File: src/rtl/tmr_pkg.sv
package tmr_pkg;
  localparam int unsigned DATA_W = 8;
  localparam int unsigned PRE_W  = 4;
  localparam int unsigned POST_W = 4;

  typedef enum logic [1:0] {
    ADDR_CTRL = 2'd0,
    ADDR_CNT  = 2'd1,
    ADDR_PER  = 2'd2,
    ADDR_FLAG = 2'd3
  } reg_addr_e;

  typedef struct packed {
    logic [POST_W-1:0] post_sel;
    logic              run;
    logic [1:0]        pre_sel;
  } ctrl_t;

  // terminal count for prescale select: 1, 4 or 16 ticks per increment
  function automatic logic [PRE_W-1:0] pre_limit(input logic [1:0] sel);
    case (sel)
      2'b00:   pre_limit = PRE_W'(0);
      2'b01:   pre_limit = PRE_W'(3);
      default: pre_limit = PRE_W'(15);
    endcase
  endfunction
endpackage

File: src/rtl/tmr_prescale.sv
module tmr_prescale
  import tmr_pkg::*;
#(
  parameter int unsigned W = PRE_W
) (
  input  logic       clk_i,
  input  logic       rst_ni,
  input  logic       on_i,
  input  logic       tick_i,
  input  logic       clr_i,
  input  logic [1:0] sel_i,
  output logic       inc_o
);
  logic [W-1:0] cnt_q;
  logic [W-1:0] lim;
  logic         adv;

  assign lim   = W'(pre_limit(sel_i));
  assign adv   = on_i & tick_i & ~clr_i;
  assign inc_o = adv & (cnt_q == lim);

  always_ff @(posedge clk_i or negedge rst_ni) begin
    if (!rst_ni)     cnt_q <= '0;
    else if (clr_i)  cnt_q <= '0;
    else if (adv)    cnt_q <= (cnt_q == lim) ? '0 : cnt_q + 1'b1;
  end


  pre_hold_chk: assert property (@(posedge clk_i) disable iff (!rst_ni)
    (!on_i && !clr_i) |=> $stable(cnt_q));

  tick_gate_chk: assert property (@(posedge clk_i) disable iff (!rst_ni)
    inc_o |-> tick_i);
endmodule

File: src/rtl/tmr_count.sv
module tmr_count #(
  parameter int unsigned W = 8
) (
  input  logic         clk_i,
  input  logic         rst_ni,
  input  logic         inc_i,
  input  logic         we_i,
  input  logic [W-1:0] wdata_i,
  input  logic [W-1:0] period_i,
  output logic [W-1:0] cnt_o,
  output logic         match_o
);
  logic [W-1:0] cnt_q;

  assign match_o = inc_i & (cnt_q == period_i);
  assign cnt_o   = cnt_q;

  always_ff @(posedge clk_i or negedge rst_ni) begin
    if (!rst_ni)    cnt_q <= '0;
    else if (we_i)  cnt_q <= wdata_i;
    else if (inc_i) cnt_q <= match_o ? '0 : cnt_q + 1'b1;
  end


  match_restart_chk: assert property (@(posedge clk_i) disable iff (!rst_ni)
    (match_o && !we_i) |=> (cnt_q == '0));

  above_period_chk: assert property (@(posedge clk_i) disable iff (!rst_ni)
    (cnt_q > period_i) |-> !match_o);
endmodule

File: src/rtl/tmr_postscale.sv
module tmr_postscale #(
  parameter int unsigned W = 4
) (
  input  logic         clk_i,
  input  logic         rst_ni,
  input  logic         match_i,
  input  logic         clr_i,
  input  logic [W-1:0] sel_i,
  output logic         evt_o
);
  logic [W-1:0] cnt_q;

  assign evt_o = match_i & ~clr_i & (cnt_q == sel_i);

  always_ff @(posedge clk_i or negedge rst_ni) begin
    if (!rst_ni)      cnt_q <= '0;
    else if (clr_i)   cnt_q <= '0;
    else if (match_i) cnt_q <= (cnt_q == sel_i) ? '0 : cnt_q + 1'b1;
  end

  // select only changes with a clear, so the count never passes it
  post_range_chk: assert property (@(posedge clk_i) disable iff (!rst_ni)
    !clr_i |-> (cnt_q <= sel_i));
endmodule

File: src/rtl/period_timer.sv
module period_timer
  import tmr_pkg::*;
#(
  parameter int unsigned            DW      = DATA_W,
  parameter logic [DATA_W-1:0]      PER_RST = 8'hFF
) (
  input  logic          clk_i,
  input  logic          rst_ni,
  input  logic          tick_i,
  input  logic          wr_en_i,
  input  logic [1:0]    addr_i,
  input  logic [DW-1:0] wdata_i,
  output logic [DW-1:0] rdata_o,
  input  logic          flag_clr_i,
  input  logic          irq_en_i,
  output logic          flag_o,
  output logic          irq_o,
  output logic          pwm_tick_o
);
  localparam int unsigned CTRL_W = POST_W + 1 + 2;

  ctrl_t         ctrl_q;
  logic [DW-1:0] per_q;
  logic [DW-1:0] cnt;
  logic          flag_q, pwm_q;
  logic          ctrl_we, cnt_we, per_we, scale_clr;
  logic          inc, match, evt;

  assign ctrl_we   = wr_en_i && (addr_i == ADDR_CTRL);
  assign cnt_we    = wr_en_i && (addr_i == ADDR_CNT);
  assign per_we    = wr_en_i && (addr_i == ADDR_PER);
  assign scale_clr = ctrl_we | cnt_we;

  always_ff @(posedge clk_i or negedge rst_ni) begin
    if (!rst_ni) begin
      ctrl_q <= '0;
      per_q  <= PER_RST;
    end else begin
      if (ctrl_we) ctrl_q <= ctrl_t'(wdata_i[CTRL_W-1:0]);
      if (per_we)  per_q  <= wdata_i;
    end
  end

  tmr_prescale #(.W(PRE_W)) u_pre (
    .clk_i (clk_i),
    .rst_ni(rst_ni),
    .on_i  (ctrl_q.run),
    .tick_i(tick_i),
    .clr_i (scale_clr),
    .sel_i (ctrl_q.pre_sel),
    .inc_o (inc)
  );

  tmr_count #(.W(DW)) u_cnt (
    .clk_i   (clk_i),
    .rst_ni  (rst_ni),
    .inc_i   (inc),
    .we_i    (cnt_we),
    .wdata_i (wdata_i),
    .period_i(per_q),
    .cnt_o   (cnt),
    .match_o (match)
  );

  tmr_postscale #(.W(POST_W)) u_post (
    .clk_i  (clk_i),
    .rst_ni (rst_ni),
    .match_i(match),
    .clr_i  (scale_clr),
    .sel_i  (ctrl_q.post_sel),
    .evt_o  (evt)
  );

  always_ff @(posedge clk_i or negedge rst_ni) begin
    if (!rst_ni) begin
      flag_q <= 1'b0;
      pwm_q  <= 1'b0;
    end else begin
      pwm_q <= match;
      if (evt)             flag_q <= 1'b1;
      else if (flag_clr_i) flag_q <= 1'b0;
    end
  end

  always_comb begin
    unique case (addr_i)
      ADDR_CTRL: rdata_o = DW'({1'b0, ctrl_q});
      ADDR_CNT:  rdata_o = cnt;
      ADDR_PER:  rdata_o = per_q;
      default:   rdata_o = DW'(flag_q);
    endcase
  end

  assign flag_o     = flag_q;
  assign irq_o      = flag_q & irq_en_i;
  assign pwm_tick_o = pwm_q;


  flag_sticky_chk: assert property (@(posedge clk_i) disable iff (!rst_ni)
    (flag_q && !flag_clr_i) |=> flag_q);

  pwm_pulse_chk: assert property (@(posedge clk_i) disable iff (!rst_ni)
    match |=> (pwm_tick_o && cnt == '0));

  per_wr_keep_chk: assert property (@(posedge clk_i) disable iff (!rst_ni)
    (per_we && !inc) |=> $stable(cnt));
endmodule

File: config.mk
export PLATFORM = sky130hd
export DESIGN_NAME = period_timer
export DESIGN_NICKNAME = d
export VERILOG_FILES = /design/src/rtl/tmr_pkg.sv /design/src/rtl/tmr_prescale.sv /design/src/rtl/tmr_count.sv /design/src/rtl/tmr_postscale.sv /design/src/rtl/period_timer.sv
export SDC_FILE = /design/constraint.sdc
export NUM_CORES = 1
export LEC_CHECK = 0
export BUFFER_PORTS_ARGS = -buffer_cell sky130_fd_sc_hd__buf_4
export CORE_ASPECT_RATIO = 1.75
export CORE_MARGIN = 2
export CORE_UTILIZATION = 50
export CTS_BUF_LIST = sky130_fd_sc_hd__clkbuf_4 sky130_fd_sc_hd__clkbuf_8
export DETAILED_ROUTE_END_ITERATION = 10
export PLACE_DENSITY = 0.78
export SYNTH_ARGS = -nofsm -noshare
export SYNTH_HDL_FRONTEND = slang
export SYNTH_HIERARCHICAL = 1
export SYNTH_SLANG_ARGS = --single-unit
File: constraint.sdc
create_clock -name clk_i -period 2.65 [get_ports clk_i]
set_input_delay 0.53 -clock clk_i [delete_from_list [all_inputs] [get_ports clk_i]]
set_output_delay 0.53 -clock clk_i [all_outputs]
set_load 0.01 [all_outputs]
Word level (Yosys, flattened, before mapping):

Cells that the tools add are included.
Widths: inputs -> output; s select.

* output and inout bits: 11
* word-level logic and storage cells: 49
* input bits: 16
* register bits: 33

* bitwise operators: 9
* add/subtract/negate cells: 3
* reductions and logical operators: 9
* equality and inequality tests: 6
* mux-type cells: 13

Operators with widths (count)
* $mux 4: 6
* $mux 8: 3
* $pmux 8 s3: 1
* $add 4x1->4 const B: 2
* $add 8x1->8 const B: 1
* $eq 4x4->1: 2
* $eq 8x8->1: 1
* $pmux 4 s2: 1
* $reduce_bool 2->1: 4
* $and 1x1->1: 7
* $eq 2x1->1 const B: 2
* $logic_not 2->1: 2
* $logic_and 1x1->1: 3
* $eq 2x2->1 const B: 1
* $mux 1: 2
* $not 1->1: 1
* $or 1x1->1: 1

Depth between registers and ports, before layout:

Gate-level depths: netlist of run 1.

* word-level depth: 10
* gate-level depth with buffers: 10
* gate-level depth less buffers: 8

Hierarchy:

Netlist of run 1, hierarchy kept.

Modules (own cells, without submodules)
* period_timer: cells each 58, area each 849.6 µm², times used 1
* tmr_count: cells each 70, area each 603.1 µm², times used 1
* tmr_postscale: cells each 28, area each 281.5 µm², times used 1
* tmr_prescale: cells each 27, area each 245.2 µm², times used 1

Worst setup path before layout of run 1:

OpenSTA, ideal clock, no wires.

* kind: in2reg
* from: input port addr_i[1]
* to: register u_post.cnt_q[2]
* buffers on the path: 3
* cell stages on the path: 10
* arrival: 2.349 ns
* path slack: 0.201 ns
* path through: buf_6 -> nor2b_1 -> a211oi_1 -> buf_2 -> nand2_1 -> nor3_1 -> buf_2 -> nand2_1 -> mux2_2 -> o32ai_1

* cells in the longest elaborated chain, start to end: 8
* elaborated cells on any way between the ends: 11
* those cells by class: eq/ne (1); mux (1); bitwise (5); reduce/logical (4)

Ends and longest elaborated chain
* from (decl): RTL line period_timer.sv:11 `input logic [1:0] addr_i,`
* $eq 2x1->1 / $logic_not 2->1 (equally long branches): RTL line period_timer.sv:30, period_timer.sv:29
* $logic_and 1x1->1, on equally long branches: RTL line period_timer.sv:30, period_timer.sv:29
* $or 1x1->1 *: RTL line period_timer.sv:32 `assign scale_clr = ctrl_we | cnt_we;`
* net scale_clr: RTL line period_timer.sv:26 `logic ctrl_we, cnt_we, per_we, scale_clr;`
* $not 1->1 *: RTL line tmr_prescale.sv:19 `assign adv = on_i & tick_i & ~clr_i;`
* $and 1x1->1 *: RTL line tmr_prescale.sv:19
* $and 1x1->1 *: RTL line tmr_prescale.sv:20 `assign inc_o = adv & (cnt_q == lim);`
* net inc: RTL line period_timer.sv:27 `logic inc, match, evt;`
* $and 1x1->1 *: RTL line tmr_count.sv:15 `assign match_o = inc_i & (cnt_q == period_i);`
* net match: RTL line period_timer.sv:27
* $reduce_bool 2->1 (no line) *
* to (signal assigned): RTL line tmr_postscale.sv:18 `else if (match_i) cnt_q <= (cnt_q == sel_i) ? '0 : cnt_q + 1'b1;`
* to (decl): RTL line tmr_postscale.sv:11 `logic [W-1:0] cnt_q;`

Mark *: on every way through the listed nets, which the timed path passes. The rest lies on a longest branch.
A chain may end at the register's enable or synchronous reset.

Worst setup path in the final report of run 1:

* from: register u_pre.cnt_q[2]
* to: register u_cnt.cnt_q[7] (netlist: u_cnt/cnt_o[7])

* cells in the longest elaborated chain, start to end: 6
* elaborated cells on any way between the ends: 7
* those cells by class: eq/ne (1); mux (3); bitwise (2); reduce/logical (1)

Ends and longest elaborated chain
* from (decl): RTL line tmr_prescale.sv:14 `logic [W-1:0] cnt_q;`
* from (signal assigned): RTL line tmr_prescale.sv:25 `else if (adv) cnt_q <= (cnt_q == lim) ? '0 : cnt_q + 1'b1;`
* $eq 4x4->1 *: RTL line tmr_prescale.sv:20
* $and 1x1->1 *: RTL line tmr_prescale.sv:20
* net inc: RTL line period_timer.sv:27
* $and 1x1->1: RTL line tmr_count.sv:15
* $mux 8 (2 in series): RTL line tmr_count.sv:21 `else if (inc_i) cnt_q <= match_o ? '0 : cnt_q + 1'b1;`
* $mux 8: RTL line tmr_count.sv:20 `else if (we_i) cnt_q <= wdata_i;`
* to (signal assigned): RTL line tmr_count.sv:20
* to (signal assigned): RTL line tmr_count.sv:21
* to (decl): RTL line tmr_count.sv:13 `logic [W-1:0] cnt_q;`

Mark *: on every way through the listed nets, which the timed path passes. The rest lies on a longest branch. The select of a mux whose other input is x is not followed.

==> flow_summary.yaml, run 1 <==
timing:
  timing_max_transition_violations_final: 0
  total_negative_setup_slacks_ns: 0
  final-setup-viol-count: 0
  achievable-frequency_ghz: 0.441
  fin_skew_ns: 0.00977
  max_slew_margin_pct: 63.6
  layout_setup_ws_ns: 0.384
  tightest_slew_ns: 0.543
  final.min_clock_period_ns: 2.27
  rsz0062_at_grt: "false"
  timing.final.crit_share_pct: 85.5
  final_hold_viol_count: 0
floorplan:
  ioPinCount: 27
  chipWidth_um: 51.6
  num_rows: 30
  core_area_um2: 3830
  die_area_um2: 4500
  die_h_um: 87.2
  initial_utilization_pct: 51.7
routing:
  drt_first_iter_violations: 45
  detail_route.wl_per_cell_um: 15.9
  drt_first_pass_iters: 4
  post_detailed_routing_wire_length_mm: 4.15
  final_antenna_net_count: 0
  drt-vias-per-instance: 5.80
  detail_route.drc_violations: 0
  vias: 1520
cts:
  cts.reportedPaths.clkPinSlew_ns: 0.07
  cts-buffers-inserted: 5
  ctsHoldBuffers: 0
  clkSinkCount: 33
  htree_levels: 2
  cts_post_setup_buffers_inserted: 0
  cts_root_buf: "clkbuf_8"
  cts_tree: "done"
  worst_skew_pair.late_latency_ns: 0.29
  clockBufferDepth: 2
  ctsResizeCount: 0
synthesis:
  syn_inst: 183
  number_of_enable_type_register_cells_in_the_synthesized_netlist: 0
  yosys_warnings: 6
  synth.cell_area_um2: 1980
  syn-mean-instance-area_um2: 10.8
  largest_family_of_logic_cells_by_synthesized_area: "simple AND/OR/NAND/NOR gates"
  most_frequently_used_flop_master_after_synthesis: "dfrtp_1"
  synth_adder_area_share_pct: 1.90
  synth_async_sr_flop_share_pct: 100
  synth_xor_xnor_area_share_pct: 7.08
  synth_mux_area_share_pct: 13.8
  synth_nets: 202
  distinct_cells_synth: 53
  synth-simple-area-share_pct: 19.2
  synth.yosys.seq_area_share_pct: 42.2
  synth_seq_cells: 33
  synth-compound-area-share_pct: 12.9
critical_path:
  reg2reg_to: "u_cnt/cnt_o[7]"
  r2r_slack_ns: 0.38
  worst_path_largest_cell_delay_ns: 0.42
  cp-end-kind: "flip-flop"
  worstPathArrival_ns: 2.45
  reg2regPathDepth: 8
  worst_ep_required_ns: 2.84
  r2r-start: "u_pre/cnt_q[2]"
  critPathLaunchType: "flip-flop"
  worst_path_cell_trace: "nor3_1 > o21ai_0 > a211oi_1 > buf_4 > nand3_2 > or3b_1 > xor2_1 > o31ai_2"
  timing.setup.critical_path_class: "reg -> reg"
  cp_max_fo: 11
  critical_path.slowest_cell: "dfrtp_1"
place:
  detailed_place.area_um2: 2230
  estimated_wirelength_of_the_detail_placed_design_mm: 3.14
  gp_congestion: 0.886
  io_buffers: 26
  placement.setup.worst_slack_ns: 0.391
min_path:
  holdCritPathClass: "in -> async"
cells_and_area:
  final_area_um2: 2330
  fillerInstances: 340
  final_nets: 232
  layout_cells_sized_above_1_pct: 34.6
  antenna_cells: 0
  area_growth_syn_to_layout_pct: 17.5
power_and_ir_drop:
  vdd_drop_max_mv: 0.537
  leakage_power_uw: 0.000980
  p_per_area_nw_per_um2: 631
grt:
  global_route.overflow_total: 0
  grt_pass1_vias: 1505
  grt_antenna_before_repair: 0
  grt_util_all_layers_pct: 21.5
  global_route_wire_length_before_repair_mm: 7.07
  grt_max_degree: 34
status:
  status: "finished, final reports clean"
job:
  drv.max_cap_violation_count: 0
routing by layer:
layer	part of all wire (%)	vias to the layer above	routed length, um	global-route usage (%)
li1	-	734	-	-
met1	39	743	1600	24.0
met2	56	33	2330	37.5
met3	2.8	10	118	4.47
met4	2.5	0	105	10.8
met5	0	-	0	0
where the power goes:
group / total, uW / internal [uW] / switching (uW)
clock network: 410 / 232 / 177
registers: 704 / 600 / 105
logic: 354 / 197 / 157
total: 1470 / 1030 / 439
Yosys cell counts (2+ instances only):
master | n | area (um^2)
inv_1 | 4 | 15.0
mux2_2 | 16 | 180
nor3b_1 | 2 | 15.0
and3_1 | 2 | 12.5
nor2_1 | 5 | 18.8
nand2_1 | 18 | 67.6
o32ai_1 | 2 | 17.5
buf_2 | 5 | 25.0
ha_1 | 3 | 37.5
o2bb2ai_1 | 7 | 61.3
mux2i_1 | 7 | 70.1
o31ai_1 | 5 | 37.5
dfrtp_1 | 25 | 626
nand3_1 | 5 | 25.0
o21ai_0 | 2 | 10.0
nor2b_1 | 2 | 12.5
dfstp_2 | 8 | 210
and2_1 | 2 | 12.5
nor3_1 | 8 | 40.0
clkbuf_1 | 2 | 7.51
xor2_1 | 6 | 52.6
xnor2_1 | 10 | 87.6
a21oi_1 | 5 | 25.0
nand2b_1 | 3 | 18.8
flip-flops by register name, summed over array words and instances, names as in the netlist:
signal	cells
u_cnt/cnt_o	8
flag_o	1
ctrl_q	7
per_q	8
u_pre/cnt_q	4
pwm_tick_o	1
u_post/cnt_q	4
cell families (layout without fill, tap and decap cells):
logic type	after synthesis	count (layout)
AO/OA/AOI/OAI	32	32
multiplexers	24	24
flip-flops	33	33
AND/OR/NAND/NOR	63	63
XOR/XNOR	16	16
buffers and inverters	12	43
adder cells (fa/ha/maj)	3	3
placed cells by master, fill, tap and decap left out, types with 2 or more instances in the layout:
cell type	instances
buf_4	31
dfrtp_1	25
nand2_1	18
mux2_2	16
xnor2_1	10
dfstp_2	8
nor3_1	8
mux2i_1	7
o2bb2ai_1	7
clkbuf_8	6
xor2_1	6
nand3_1	5
a21oi_1	5
o31ai_1	5
nor2_1	5
inv_1	4
nand2b_1	3
ha_1	3
nor2b_1	2
and2_1	2
clkbuf_4	2
nor3b_1	2
and3_1	2
o32ai_1	2
o21ai_0	2
how the worst max path moves through the flow:
| stage | endpoint | from | slack [ns] | cells past startpoint |
|---|---|---|---|---|
| after floorplan | u_post/cnt_q[2] | addr_i[1] | 0.20 | 10 |
| after global placement | u_cnt/cnt_o[7] | addr_i[1] | 0.45 | 8 |
| after detailed placement | u_cnt/cnt_o[7] | addr_i[1] | 0.39 | 8 |
| after CTS | u_cnt/cnt_o[7] | u_pre/cnt_q[2] | 0.38 | 8 |
| after global routing | u_post/cnt_q[2] | u_pre/cnt_q[2] | 0.15 | 9 |
| final | u_cnt/cnt_o[7] | u_pre/cnt_q[2] | 0.38 | 8 |
cell type report:
cell class	instances	area [um^2]	share of cell area, %
Multi-Input combinational cell	138	1080	46.6
Sequential cell	33	836	35.9
Timing Repair Buffer	31	233	10.0
Clock buffer	8	97.6	4.20
Tap cell	48	60.1	2.58
Inverter	4	15.0	0.646
critical path: cells and delay by family, from the launching register on:
kind | cells | cell delay, ns
AOI/OAI and AO/OA | 3 | 0.64
xor gates and xnor gates | 1 | 0.16
buffers and inverters | 1 | 0.24
DFF | 1 | 0.42
and+or+nand+nor | 3 | 0.71
through the flow:
step                instances  hold WS [ns]  util (%)  total power (uW)
floorplan                 183         0.234         -               939
global placement          254         0.502      58.2              1060
detailed placement        254         0.499      58.2              1070
CTS                       262         0.189      60.8              1480
global route              262         0.190      60.8              1560
finish                    262         0.173      60.8              1470
Power figures use the tool's default switching activity.
==> inputs of run 2 (changes only) <==
--- a/config.mk
+++ b/config.mk
@@ -5,13 +5,14 @@
 export SDC_FILE = /design/constraint.sdc
 export NUM_CORES = 1
 export LEC_CHECK = 0
+export ABC_AREA = 1
 export BUFFER_PORTS_ARGS = -buffer_cell sky130_fd_sc_hd__buf_4
 export CORE_ASPECT_RATIO = 1.75
 export CORE_MARGIN = 2
 export CORE_UTILIZATION = 50
 export CTS_BUF_LIST = sky130_fd_sc_hd__clkbuf_4 sky130_fd_sc_hd__clkbuf_8
 export DETAILED_ROUTE_END_ITERATION = 10
-export PLACE_DENSITY = 0.78
+export PLACE_DENSITY = 0.77
 export SYNTH_ARGS = -nofsm -noshare
 export SYNTH_HDL_FRONTEND = slang
 export SYNTH_HIERARCHICAL = 1
==> run 2 against run 1 <==
  * Sequential cell count unchanged
  * Largest power group unchanged
  * Synthesized cell count is 80% higher
  * Sequential share of layout area down 3.8 points
  * Combinational power is 35% higher
  * Global-route usage up 3.8 points
  * Sequential power rose by 1%
  * Critical path type is now in -> reg
  * Clock skew fell by 0.0029 ns
  * Via count up 46%
  * Worst hold slack improved by 0.014 ns
==> flow_summary.yaml, run 2 <==
power_and_ir_drop:
  leakage_power_uw: 0.00141
  power.clock.fraction_pct: 24.7
  sequentialPowerShare_pct: 45.1
  switching_power_uw: 573
  cellInternalPower_uw: 1010
  power.total_uw: 1580
  p_per_area_nw_per_um2: 607
  portion_of_total_power_attributed_to_combinational_logic_pct: 30.2
  switching_share_pct: 36.2
  vdd_drop_max_mv: 0.464
synthesis:
  synth_top_cells_by_area: "dfrtp_1 (28%), nand2_1 (22%), dfstp_2 (9.4%), inv_1 (6.6%), nand3_1 (6.5%)"
  synthMostInstantiatedCell: "nand2_1"
  synth_nets: 349
  yosys_warnings: 6
  syn_inst: 330
  syn-mean-instance-area_um2: 6.75
  synth_seq_cells: 33
  synth.yosys.seq_area_share_pct: 37.5
  post-synth-top-area-fraction_pct: 28.1
  distinct_cells_synth: 29
  synth.cell_area_um2: 2230
  number_of_enable_type_register_cells_in_the_synthesized_netlist: 0
  most_frequently_used_flop_master_after_synthesis: "dfrtp_1"
  synth_top_cell_by_area: "dfrtp_1"
  synth.top_cells.by_count: "nand2_1 (133), inv_1 (39), nor2_1 (31), nand3_1 (29), dfrtp_1 (25)"
  synth_async_sr_flop_share_pct: 100
cts:
  cts_tree: "done"
  ctsResizeCount: 0
  worst_skew_pair.late_latency_ns: 0.28
  clockBufferDepth: 2
  cts.reportedPaths.clkPinSlew_ns: 0.07
  clkSinkCount: 33
  ctsHoldBuffers: 0
  cts_root_buf: "clkbuf_8"
  htree_levels: 2
  cts_post_setup_buffers_inserted: 0
  cts-buffers-inserted: 5
critical_path:
  reg2regPathDepth: 16
  worst_ep_required_ns: 2.86
  path_buf_inv: 7
  worstPathArrival_ns: 2.52
  timing.setup.critical_path_class: "in -> reg"
  worst_path_cell_trace: "buf_4 > inv_2 > nor2_4 > inv_2 > o21ai_1 > nor2_2 > inv_1 > nor2_1 > inv_1 > nor2_1 > nand4_1 > nor3_2 > inv_1 > nor2_1 > inv_1 > nor2_1 > nand2_1 > o21ai_1"
  critPathLaunchType: "input port"
  r2r_slack_ns: 0.46
  crit_cells: 18
  destination_of_the_critical_timing_path: "u_post/cnt_q[0]"
  worst_path_largest_cell_delay_ns: 0.25
  r2r-start: "u_pre/cnt_q[0]"
  cp_max_fo: 8
  critical_path.slowest_cell: "nor3_2"
  reg2reg_to: "u_post/cnt_q[0]"
  crit_start: "addr_i[0]"
  crit_family: "simple AND/OR/NAND/NOR gates"
  cp-end-kind: "flip-flop"
min_path:
  holdCritPathClass: "in -> async"
cells_and_area:
  layout_commonest_cell: "nand2_1"
  layout.cells.most_common_list: "nand2_1 (133), inv_1 (39), buf_4 (33), nor2_1 (31), nand3_1 (29)"
  final_nets: 386
  final_area_um2: 2600
  antenna_cells: 0
  layout_cells_sized_above_1_pct: 18.8
  area_growth_syn_to_layout_pct: 17.0
  fillerInstances: 420
job:
  drv.max_cap_violation_count: 0
floorplan:
  core_area_um2: 4320
  initial_utilization_pct: 51.5
  ioPinCount: 27
  die_h_um: 92.3
  die_area_um2: 5020
  chipWidth_um: 54.4
  num_rows: 32
timing:
  timing_max_transition_violations_final: 0
  timing.final.crit_share_pct: 87.2
  final_hold_viol_count: 0
  rsz0062_at_grt: "false"
  finalHoldWorstSlack_ns: 0.188
  total_negative_setup_slacks_ns: 0
  max_slew_margin_pct: 70.7
  tightest_slew_ns: 0.440
  achievable-frequency_ghz: 0.433
  final.min_clock_period_ns: 2.31
  fin_skew_ns: 0.00689
  final-setup-viol-count: 0
routing:
  drt-vias-per-instance: 5.29
  drt_first_pass_iters: 4
  detail_route.wl_per_cell_um: 13.5
  vias: 2217
  final_antenna_net_count: 0
  detail_route.drc_violations: 0
  drt_first_iter_violations: 76
  post_detailed_routing_wire_length_mm: 5.68
grt:
  grt_pass1_vias: 2221
  global_route.overflow_total: 0
  global_route_wire_length_before_repair_mm: 9.40
  grt_util_all_layers_pct: 25.3
  grt_antenna_before_repair: 0
  grt_max_degree: 34
place:
  gp_congestion: 0.907
  detailed_place.area_um2: 2510
  estimated_wirelength_of_the_detail_placed_design_mm: 4.34
  io_buffers: 26
status:
  status: "finished, final reports clean"
## run 2: through the flow
step	worst slack, ns	utilization [%]	instances
6_report	0.339	60.2	419
5_1_grt	0.0623	60.2	419
4_1_cts	0.273	60.1	419
3_5_place_dp	-0.0168	58.0	411
3_3_place_gp	0.143	58.0	411
2_1_floorplan	0.113	-	330
## run 2: kinds of logic after synthesis
group	Yosys count	share of synthesized area (%)
XOR/XNOR	7	2.75
flip-flops	33	37.5
buffers and inverters	48	9.16
AND/OR/NAND/NOR	221	43.6
AO/OA/AOI/OAI	18	5.23
adder cells (fa/ha/maj)	3	1.69
## run 2: power by group through the flow
| stage | sequential, uW | clock (uW) | combinational (uW) |
|---|---|---|---|
| CTS | 710 | 404 | 475 |
| global placement | 717 | 0 | 465 |
| floorplan | 684 | 0 | 342 |
| finish | 713 | 391 | 478 |
| detailed placement | 718 | 0 | 473 |
| global route | 727 | 430 | 547 |
## run 2: final cells by class
cell class / instances / area (um^2) / share of cell area (%)
clock buffers: 8 / 91.3 / 3.51
multi-input cells: 249 / 1190 / 45.7
flip-flops and latches: 33 / 836 / 32.1
repair buffers: 33 / 248 / 9.51
inverters: 45 / 174 / 6.68
well taps: 51 / 63.8 / 2.45
## run 2: worst reg2reg max path: stages (launching register included)
cell     delay [ns]
dfrtp_1        0.45
nand2_1        0.07
inv_1          0.08
nand2_1        0.05
nand2_1        0.07
nand2_2        0.07
nor2_1         0.13
inv_1          0.11
nor2_1         0.12
nand4_1        0.11
nor3_2         0.25
inv_1          0.06
nor2_1         0.21
inv_1          0.11
nor2_1         0.11
nand2_1        0.06
o21ai_1        0.07
## run 2: worst min-delay path by stage
| stage | endpoint | cells past startpoint |
|---|---|---|
| 2_1_floorplan | ctrl_q[0] | 0 |
| 3_3_place_gp | per_q[2] | 2 |
| 3_5_place_dp | per_q[4] | 2 |
| 4_1_cts | u_pre/cnt_q[0] | 1 |
| 5_1_grt | u_cnt/cnt_o[2] | 1 |
| 6_report | u_cnt/cnt_o[2] | 1 |
## run 2: routing by layer
layer,track usage [%],part of all wire [%]
met1,26.4,38
met2,45.5,55
met3,3.26,3.7
met4,13.5,2.9
met5,0,0
